<file path="config.mk">
export PLATFORM = sky130hd
export DESIGN_NAME = serial_reg_slave
export DESIGN_NICKNAME = d
export VERILOG_FILES = /design/src/rtl/sras_pkg.sv /design/src/rtl/sras_sync.sv /design/src/rtl/sras_rx.sv /design/src/rtl/sras_decode.sv /design/src/rtl/sras_tx.sv /design/src/rtl/serial_reg_slave.sv
export SDC_FILE = /design/constraint.sdc
export NUM_CORES = 1
export LEC_CHECK = 0
export BUFFER_PORTS_ARGS = -buffer_cell sky130_fd_sc_hd__buf_4
export CAP_MARGIN = 20
export CELL_PAD_IN_SITES_DETAIL_PLACEMENT = 0
export CELL_PAD_IN_SITES_GLOBAL_PLACEMENT = 1
export CORE_UTILIZATION = 45
export DETAILED_ROUTE_END_ITERATION = 10
export PLACE_DENSITY = 0.86
export SLEW_MARGIN = 20
export SYNTH_ARGS = -nofsm -noshare
export SYNTH_HDL_FRONTEND = slang
export SYNTH_HIERARCHICAL = 1
export SYNTH_SLANG_ARGS = --single-unit
export TNS_END_PERCENT = 50
</file>
<file path="constraint.sdc">
create_clock -name clk -period 1.9 [get_ports clk]
set_input_delay 0.095 -clock clk [delete_from_list [all_inputs] [get_ports clk]]
set_output_delay 0.095 -clock clk [all_outputs]
set_load 0.02 [all_outputs]
</file>
<file path="src/rtl/sras_pkg.sv">
package sras_pkg;

    localparam int DATA_W     = 8;
    localparam int ADDR_W     = 4;
    localparam int PAGE_W     = 4;
    localparam int LEN_SHORT  = 8;
    localparam int LEN_MID    = 16;
    localparam int LEN_LONG   = 24;

    typedef enum logic [1:0] {
        FK_NONE  = 2'd0,
        FK_SHORT = 2'd1,
        FK_MID   = 2'd2,
        FK_LONG  = 2'd3
    } frame_kind_e;

    typedef struct packed {
        frame_kind_e       kind;
        logic              rd;
        logic [PAGE_W-1:0] page;
        logic [ADDR_W-1:0] addr;
        logic [DATA_W-1:0] data;
    } frame_t;

    function automatic frame_kind_e classify(input logic [31:0] nbits);
        case (nbits)
            32'(LEN_SHORT): return FK_SHORT;
            32'(LEN_MID):   return FK_MID;
            32'(LEN_LONG):  return FK_LONG;
            default:        return FK_NONE;
        endcase
    endfunction

    // Upper half of the register space is shared across the chain.
    function automatic logic is_global(input logic [ADDR_W-1:0] a);
        return a[ADDR_W-1];
    endfunction

endpackage

</file>
<file path="src/rtl/sras_sync.sv">
module sras_sync #(
    parameter int   STAGES  = 2,
    parameter logic RST_VAL = 1'b0
) (
    input  logic clk,
    input  logic rst,
    input  logic d,
    output logic q
);
    generate
        if (STAGES == 0) begin : g_pass
            assign q = d;
        end else begin : g_chain
            logic [STAGES-1:0] chain;
            always_ff @(posedge clk) begin
                if (rst) begin
                    chain <= {STAGES{RST_VAL}};
                end else begin
                    chain[0] <= d;
                    for (int i = 1; i < STAGES; i++) begin
                        chain[i] <= chain[i-1];
                    end
                end
            end
            assign q = chain[STAGES-1];
        end
    endgenerate
endmodule

</file>
<file path="src/rtl/sras_rx.sv">
module sras_rx
    import sras_pkg::*;
#(
    parameter int FRAME_MAX = LEN_LONG
) (
    input  logic   clk,
    input  logic   rst,
    input  logic   cs_n_s,
    input  logic   cs_rise,
    input  logic   sclk_rise,
    input  logic   din_s,
    output logic   frm_valid,
    output frame_t frm
);
    localparam int CNT_SAT = FRAME_MAX + 1;
    localparam int CNT_W   = $clog2(FRAME_MAX + 2);

    logic [FRAME_MAX-1:0] shreg;
    logic [CNT_W-1:0]     cnt;
    frame_t               nxt;

    always_comb begin
        nxt      = '0;
        nxt.kind = classify(32'(cnt));
        case (nxt.kind)
            FK_SHORT: nxt.data = shreg[DATA_W-1:0];
            FK_MID: begin
                nxt.rd   = shreg[LEN_MID-1];
                nxt.addr = shreg[DATA_W +: ADDR_W];
                nxt.data = shreg[DATA_W-1:0];
            end
            FK_LONG: begin
                nxt.rd   = shreg[LEN_LONG-1];
                nxt.page = shreg[DATA_W+ADDR_W +: PAGE_W];
                nxt.addr = shreg[DATA_W +: ADDR_W];
                nxt.data = shreg[DATA_W-1:0];
            end
            default: ;
        endcase
    end

    always_ff @(posedge clk) begin
        if (rst) begin
            shreg     <= '0;
            cnt       <= '0;
            frm_valid <= 1'b0;
            frm       <= '0;
        end else begin
            frm_valid <= 1'b0;
            if (!cs_n_s) begin
                if (sclk_rise) begin
                    shreg <= {shreg[FRAME_MAX-2:0], din_s};
                    if (cnt != CNT_W'(CNT_SAT)) cnt <= cnt + 1'b1;
                end
            end else begin
                if (cs_rise) begin
                    frm_valid <= (nxt.kind != FK_NONE);
                    frm       <= nxt;
                end
                cnt <= '0;
            end
        end
    end

    // a frame is only ever reported at the end of a select window
    p_frame_at_cs_rise_r5: assert property (@(posedge clk) disable iff (rst)
        frm_valid |-> $past(cs_rise));
endmodule

</file>
<file path="src/rtl/sras_decode.sv">
module sras_decode
    import sras_pkg::*;
#(
    parameter int DRV_W = 8
) (
    input  logic              clk,
    input  logic              rst,
    input  logic              frm_valid,
    input  frame_t            frm,
    input  logic [DRV_W-1:0]  drv_addr,
    output logic              wr_en,
    output logic [ADDR_W-1:0] wr_addr,
    output logic [PAGE_W-1:0] wr_page,
    output logic [DATA_W-1:0] wr_data,
    output logic              rd_en,
    output logic [ADDR_W-1:0] rd_addr
);
    logic [ADDR_W-1:0] last_addr;
    logic [PAGE_W-1:0] last_page;
    logic              may_drive;

    assign may_drive = !is_global(frm.addr) || (drv_addr == '0);

    always_ff @(posedge clk) begin
        if (rst) begin
            wr_en     <= 1'b0;
            wr_addr   <= '0;
            wr_page   <= '0;
            wr_data   <= '0;
            rd_en     <= 1'b0;
            rd_addr   <= '0;
            last_addr <= '0;
            last_page <= '0;
        end else begin
            wr_en <= 1'b0;
            rd_en <= 1'b0;
            if (frm_valid) begin
                case (frm.kind)
                    FK_SHORT: begin
                        if (last_addr != '0) begin
                            wr_en   <= 1'b1;
                            wr_addr <= last_addr;
                            wr_page <= last_page;
                            wr_data <= frm.data;
                        end
                    end
                    FK_MID, FK_LONG: begin
                        if (frm.rd) begin
                            if (may_drive) begin
                                rd_en   <= 1'b1;
                                rd_addr <= frm.addr;
                            end
                        end else begin
                            last_addr <= frm.addr;
                            last_page <= frm.page;
                            if (frm.addr != '0) begin
                                wr_en   <= 1'b1;
                                wr_addr <= frm.addr;
                                wr_page <= frm.page;
                                wr_data <= frm.data;
                            end
                        end
                    end
                    default: ;
                endcase
            end
        end
    end

    // the read-only register never sees a strobe
    p_no_write_reg0_r4: assert property (@(posedge clk) disable iff (rst)
        wr_en |-> (wr_addr != '0));
    // one frame never both writes and reads
    p_rd_wr_exclusive_r6: assert property (@(posedge clk) disable iff (rst)
        !(wr_en && rd_en));
    // shared registers are only read back by device 0
    p_global_gate_r9: assert property (@(posedge clk) disable iff (rst)
        rd_en |-> (!is_global(rd_addr) || ($past(drv_addr) == '0)));
    // a strobe follows a decoded frame
    p_wr_needs_frame_r1: assert property (@(posedge clk) disable iff (rst)
        wr_en |-> $past(frm_valid));
endmodule

</file>
<file path="src/rtl/sras_tx.sv">
module sras_tx
    import sras_pkg::*;
(
    input  logic              clk,
    input  logic              rst,
    input  logic              cs_n_s,
    input  logic              sclk_rise,
    input  logic              sclk_fall,
    input  logic              load,
    input  logic [DATA_W-1:0] load_data,
    output logic              dout,
    output logic              dout_oe
);
    localparam int IDX_W = $clog2(DATA_W);

    logic [DATA_W-1:0] shreg;
    logic [IDX_W-1:0]  idx;
    logic              seen_rise;

    always_ff @(posedge clk) begin
        if (rst) begin
            shreg     <= '0;
            idx       <= '0;
            seen_rise <= 1'b0;
            dout_oe   <= 1'b0;
        end else if (!cs_n_s) begin
            dout_oe   <= 1'b0;
            seen_rise <= 1'b0;
        end else if (load) begin
            shreg     <= load_data;
            idx       <= '0;
            seen_rise <= 1'b0;
            dout_oe   <= 1'b1;
        end else if (dout_oe) begin
            if (sclk_rise) begin
                seen_rise <= 1'b1;
            end else if (sclk_fall && seen_rise) begin
                seen_rise <= 1'b0;
                if (idx == IDX_W'(DATA_W - 1)) begin
                    dout_oe <= 1'b0;
                end else begin
                    idx   <= idx + 1'b1;
                    shreg <= {shreg[DATA_W-2:0], 1'b0};
                end
            end
        end
    end

    assign dout = dout_oe ? shreg[DATA_W-1] : 1'b0;

    // select low silences the output on the next cycle
    p_quiet_when_selected_r10: assert property (@(posedge clk) disable iff (rst)
        !cs_n_s |=> !dout_oe);
    // read-back opens with the top bit of the captured byte
    p_first_bit_msb_r7: assert property (@(posedge clk) disable iff (rst)
        (load && cs_n_s) |=> (dout_oe && (dout == $past(load_data[DATA_W-1]))));
    // the output bit only moves on a serial clock fall
    p_move_on_fall_r7: assert property (@(posedge clk) disable iff (rst)
        (dout_oe && $past(dout_oe) && !$past(sclk_fall)) |-> $stable(dout));
endmodule

</file>
<file path="src/rtl/serial_reg_slave.sv">
module serial_reg_slave
    import sras_pkg::*;
#(
    parameter int SYNC_STAGES = 2,
    parameter int FRAME_MAX   = LEN_LONG,
    parameter int DRV_W       = 8
) (
    input  logic              clk,
    input  logic              rst,
    input  logic              sclk,
    input  logic              cs_n,
    input  logic              din,
    output logic              dout,
    output logic              dout_oe,
    input  logic [DRV_W-1:0]  drv_addr,
    output logic              reg_wr_en,
    output logic [ADDR_W-1:0] reg_wr_addr,
    output logic [PAGE_W-1:0] reg_wr_page,
    output logic [DATA_W-1:0] reg_wr_data,
    output logic              reg_rd_en,
    output logic [ADDR_W-1:0] reg_rd_addr,
    input  logic [DATA_W-1:0] reg_rd_data
);
    logic   sclk_s, cs_n_s, din_s;
    logic   sclk_q, cs_q;
    logic   sclk_rise, sclk_fall, cs_rise;
    logic   frm_valid;
    frame_t frm;

    sras_sync #(.STAGES(SYNC_STAGES), .RST_VAL(1'b0)) i_sync_sclk (
        .clk(clk), .rst(rst), .d(sclk), .q(sclk_s));
    sras_sync #(.STAGES(SYNC_STAGES), .RST_VAL(1'b1)) i_sync_cs (
        .clk(clk), .rst(rst), .d(cs_n), .q(cs_n_s));
    sras_sync #(.STAGES(SYNC_STAGES), .RST_VAL(1'b0)) i_sync_din (
        .clk(clk), .rst(rst), .d(din), .q(din_s));

    always_ff @(posedge clk) begin
        if (rst) begin
            sclk_q <= 1'b0;
            cs_q   <= 1'b1;
        end else begin
            sclk_q <= sclk_s;
            cs_q   <= cs_n_s;
        end
    end

    assign sclk_rise = sclk_s & ~sclk_q;
    assign sclk_fall = ~sclk_s & sclk_q;
    assign cs_rise   = cs_n_s & ~cs_q;

    sras_rx #(.FRAME_MAX(FRAME_MAX)) i_rx (
        .clk(clk), .rst(rst), .cs_n_s(cs_n_s), .cs_rise(cs_rise),
        .sclk_rise(sclk_rise), .din_s(din_s),
        .frm_valid(frm_valid), .frm(frm));

    sras_decode #(.DRV_W(DRV_W)) i_dec (
        .clk(clk), .rst(rst), .frm_valid(frm_valid), .frm(frm),
        .drv_addr(drv_addr),
        .wr_en(reg_wr_en), .wr_addr(reg_wr_addr), .wr_page(reg_wr_page),
        .wr_data(reg_wr_data), .rd_en(reg_rd_en), .rd_addr(reg_rd_addr));

    sras_tx i_tx (
        .clk(clk), .rst(rst), .cs_n_s(cs_n_s),
        .sclk_rise(sclk_rise), .sclk_fall(sclk_fall),
        .load(reg_rd_en), .load_data(reg_rd_data),
        .dout(dout), .dout_oe(dout_oe));
endmodule

</file>
# After elaboration in Yosys (flattened, before gate mapping)
# Index checks and enable logic that the tools add are counted.
# totals
inputBits,21
elab_cells,122
register_bits,100
out_inout_bits,24
# classes
bitwise,11
n_reduce_logical,28
eq_ne,16
n_addsub,2
muxes,40
# op_table
op,count
$mux W8,9
$mux W4,8
$pmux W4 S2,2
$pmux W8 S2,1
$mux W3,5
$mux W1,12
$eq A5 B5 Y1 const B,2
$reduce_and A5 Y1,2
$reduce_bool A2 Y1,5
$reduce_or A2 Y1,5
$reduce_or A3 Y1,3
$eq A2 B2 Y1 const B,4
$logic_not A8 Y1,1
$not A1 Y1,8
$reduce_and A2 Y1,4
$reduce_bool A4 Y1,2
$ne A2 B1 Y1 const B,3
$pmux W2 S3,1
$add A5 B1 Y5 const B,1
$eq A5 B4 Y1 const B,1
$ne A5 B5 Y1 const B,1
$eq A2 B1 Y1 const B,2
$ne A2 B2 Y1 const B,2
$pmux W1 S2,2
other kinds (9),11

# Logic depth before layout (Yosys ltp)
# depth
depth_word,7
mapped_depth,7
depth_no_buf,5

# By module
# Netlist, hierarchy kept.
# by_module_without_submodules
module,area_per_inst_um2,instances,cells_per_inst,seq_area_each_um2
sras_rx,1921.8,1,222,980.9
sras_decode,1520.2,1,150,600.6
sras_tx,802.0,1,70,260.2
sras_sync,52.6,3,4,40.0
serial_reg_slave,71.3,1,7,40.0

# Worst setup path before layout
# OpenSTA, ideal clock, no wires.
# synth_path
path_type,register to register
startpoint,register i_tx.idx[0]
endpoint,register i_tx.shreg[1]
path_stages_with_launch,6
required_ps,1758
path_slack_ps,421
setup_ps,142
n_path_buf,0
synth_period_minus_slack_ps,1479
arrival_ps,1338
path_cell_list,dfxtp_1 ha_1 ha_1 nand3b_1 o21ai_4 a211oi_2
# synth_between
elab_chain_len,3
# synth_rtl
item,line,text
start: declaration,sras_tx.sv:17,logic [IDX_W-1:0] idx;
start signal: assignment,sras_tx.sv:42,idx <= idx + 1'b1;
$eq A3 B3 Y1,sras_tx.sv:39,if (idx == IDX_W'(DATA_W - 1)) begin
$ne A2 B2 Y1 (no source line),n/a,
$reduce_and A5 Y1 (no source line),n/a,
end signal: assignment,sras_tx.sv:30,shreg <= load_data;
end signal: assignment,sras_tx.sv:43,"shreg <= {shreg[DATA_W-2:0], 1'b0};"
end: declaration,sras_tx.sv:16,logic [DATA_W-1:0] shreg;
# Every way passes these cells.
# A chain may end at the register's enable or synchronous reset.

# Worst setup path in the final report
# layout_path
startpoint,register i_tx.idx[0]
endpoint,register i_tx.shreg[7]
# The elaborated chain is that of the path after synthesis.

==> results by group <==
Timing
  – Worst rel slew slack: 0.5985
  – Least-Margin Pin Slew: 0.6023 ns
  – Tcrit/Tclk final: 0.9209
  – Min Tclk post-route: 1.750 ns
  – Peak Freq: 571.6 MHz
  – RSZ-0062 raised after global routing: no
  – Clock Skew: 0.01614 ns
  – Final Max Tran Viols: 0
  – # setup viols final: 0
  – Post-route setup slack: 0.1504 ns
  – Post-route setup TNS: 0 ns
  – Final Hold Viols: 0
  – Hold slack: 0.01824 ns

Synthesis
  – Total number of yosys warnings: 6
  – Seq/Total Area, Yosys: 0.4476
  – Synth unique cells: 50
  – Asr flop ratio synth: 0
  – Post-synth EDFFs: 0
  – Syn_nets: 487
  – Area fraction in compound gates after synthesis: 0.1491
  – Largest family of logic cells by synthesized area: simple AND/OR/NAND/NOR gates
  – Synth Area in Simple Gates: 0.2308
  – Post-Synth Adder-Cell Area: 0.01399
  – Xor and xnor fraction of the mapped netlist area: 0.003916
  – Number of synthesized register bits: 100
  – Post-Synthesis Mean Instance Area: 9.703 µm²
  – Synth Flop Type: dfxtp_1
  – Mux cell area share after synthesis: 0.1055
  – Syn Std Cell Area: 0.004473 mm²
  – Syn Inst Count: 461

Global route
  – Grt total ovfl: 0
  – First-pass GRT wire length: 13960 µm
  – Largest net degree at the start of global routing: 58
  – GRT Overall Usage: 0.1706
  – Initial antenna violation count: 0
  – Vias in the first global route: 3117

Floorplan
  – IO Pins: 45
  – Die Y: 101.7 µm
  – CORE AREA: 0.009684 mm²
  – Die area: 0.01034 mm²
  – Die X-Extent: 101.7 µm
  – FP Rows: 36
  – Starting Density: 0.4619

Clock tree
  – CTS buffer count: 9
  – Clk pin slew, worst setup/hold paths: 0.10 ns
  – Post-CTS Setup Bufs: 0
  – CTS tree: built
  – Root buf cell: clkbuf_8
  – Clk_lat worst skew: 0.37 ns
  – CTS H-Tree Depth: 3
  – Clock Tree Buf Depth: 2
  – Clock sinks: 100

Layout
  – Area of the multi-input gates: 0.002251 mm²
  – Post-layout instance area: 0.005130 mm²
  – Inserted Diodes: 0
  – Most common cell after layout, fill and taps aside: dfxtp_1
  – Highest-count cells in the layout ignoring fill and taps: dfxtp_1, nand2_1, buf_4
  – Post-Layout Cell Count: 639
  – Register area: 0.002002 mm²
  – Filler cells: 882
  – Fin nets: 527
  – Final core occ: 0.5297
  – Layout cells sized above 1: 0.2174
  – Layout area overhead: 14.69%

Setup path
  – Crit path DAT: 2.05 ns
  – Cell mode on critical path: ha_1
  – Reg2Reg Depth: 5
  – Crit-path max FO: 10
  – R2r setup slk: 0.15 ns
  – Worst path slowest cell: and3b_1
  – RR Endpoint: i_tx/shreg[7]
  – Start of the worst register-to-register path: i_tx/idx[0]
  – Buf+Inv Stages, Crit Path: 0
  – Slowest stage delay, CP: 0.58 ns
  – CP startpoint kind: flop
  – WS Path Type: reg -> reg
  – Critical Path RT: 2.20 ns
  – Crit path capture type: flop
  – CP cell instances: ha_1 -> ha_1 -> and3b_1 -> a221oi_2 -> a211oi_2
  – Crit path max-delay family: simple AND/OR/NAND/NOR gates

Run status
  – Status: completed

Min path
  – Hold path start: reg_rd_data[0]
  – Hold Path Class: in -> reg
  – Hold Path Sink: i_tx/shreg[0]
  – Worst Hold Path Cells: 3

Route
  – Via count: 3216
  – Via-to-Cell Ratio: 5.033
  – DR WL/cell: 12.62 µm
  – Drt drc: 0
  – Post-Route WL: 8063 µm
  – DR pass1 iterations: 4
  – DRT iter0 DRCs: 135
  – Routed Antenna Nets: 0

Pwr
  – Pwr Total: 3.599 mW
  – Cell Pwr Density: 701.6 mW/mm²
  – VDD IR-drop max: 0.0003993 V
  – Leak: 1.842 nW

Place
  – Hpwl dp: 5478 µm
  – Dpl cells: 620
  – Placed inst area: 0.004897 mm²
  – DP Worst Slack: 0.1586 ns
  – Port Buffers: 44
  – Placer Congestion: 0.7822

Job
  – Maxcap violations: 0
[kinds of logic after synthesis]
| family | Yosys count |
|---|---|
| multiplexers | 43 |
| AO/OA/AOI/OAI | 84 |
| adder cells (fa/ha/maj) | 5 |
| XOR/XNOR | 2 |
| flip-flops | 100 |
| buffers and inverters | 39 |
| AND/OR/NAND/NOR | 188 |
[synth_stat cells (6+ instances only)]
cell type / number / area share
dfxtp_1: 100 / 0.45
nand2_1: 63 / 0.053
a21oi_1: 34 / 0.038
mux2i_1: 34 / 0.076
nand2b_1: 27 / 0.038
nor2_1: 21 / 0.018
nor2b_1: 21 / 0.029
nand3b_1: 14 / 0.023
clkbuf_1: 13 / 0.011
o21ai_0: 11 / 0.012
nand3_1: 9 / 0.010
buf_2: 8 / 0.0090
mux2_4: 8 / 0.027
a211oi_2: 7 / 0.020
a221oi_2: 7 / 0.023
buf_4: 7 / 0.012
inv_1: 6 / 0.0050
nor3_1: 6 / 0.0067
o211ai_1: 6 / 0.010
[layout make-up]
type / count / area share
Clock inverter: 5 / 0.01195
Timing Repair Buffer: 62 / 0.09463
Sequential cell: 100 / 0.3902
Multi-Input combinational cell: 322 / 0.4388
Tap cell: 133 / 0.03244
Clock buffer: 11 / 0.02756
Inverter: 6 / 0.004390
[flip-flops by register name, indices dropped and copies added (netlist names), 2 cells and up]
name and flops:
i_rx/shreg 24, i_rx/frm 19, i_dec/wr_data 8, i_tx/shreg 8, i_rx/cnt 5, i_dec/last_addr 4
i_dec/last_page 4, i_dec/rd_addr 4, i_dec/wr_addr 4, i_dec/wr_page 4, i_tx/idx 3, i_sync_cs/g_chain.chain 2
i_sync_din/g_chain.chain 2, i_sync_sclk/g_chain.chain 2
[what timing repair did]
| action | in CTS | in global routing |
|---|---|---|
| hold buffers | 3 | 0 |
| hold endpoints to repair | 3 | 0 |
| gates resized for setup | 0 | 0 |
| setup endpoints to repair | 0 | 0 |
[per-layer routing]
layer,vias to the layer above,track usage,share of wire
li1,1678,-,-
met1,1497,0.2121,0.50
met2,31,0.2885,0.46
met3,10,0.03796,0.026
met4,0,0.06355,0.014
met5,-,0,0
[tightest hold or removal path, delay by kind of cell]
family / cells / cell delay (ns)
and+or+nand+nor: 1 / 0.08
AOI/OAI and AO/OA: 1 / 0.06
buffers and inverters: 1 / 0.11
[worst max-delay path by stage]
stage / startpoint / endpoint / slack (ns) / depth (start not counted)
floorplan: i_tx/idx[0] / i_tx/shreg[1] / 0.42 / 5
global placement: i_tx/idx[0] / i_tx/shreg[1] / 0.25 / 5
detailed placement: i_tx/idx[0] / i_tx/shreg[7] / 0.16 / 5
CTS: i_tx/idx[0] / i_tx/shreg[7] / 0.15 / 5
global route: i_tx/idx[0] / i_tx/shreg[4] / 0.009 / 5
finish: i_tx/idx[0] / i_tx/shreg[7] / 0.15 / 5
[power breakdown]
part           leakage, nW  internal, mW  switching [mW]
Combinational        0.932        0.0622          0.0693
Clock                0.103         0.650           0.714
Sequential           0.807          2.10         0.00238
Power figures use the tool's default switching activity.
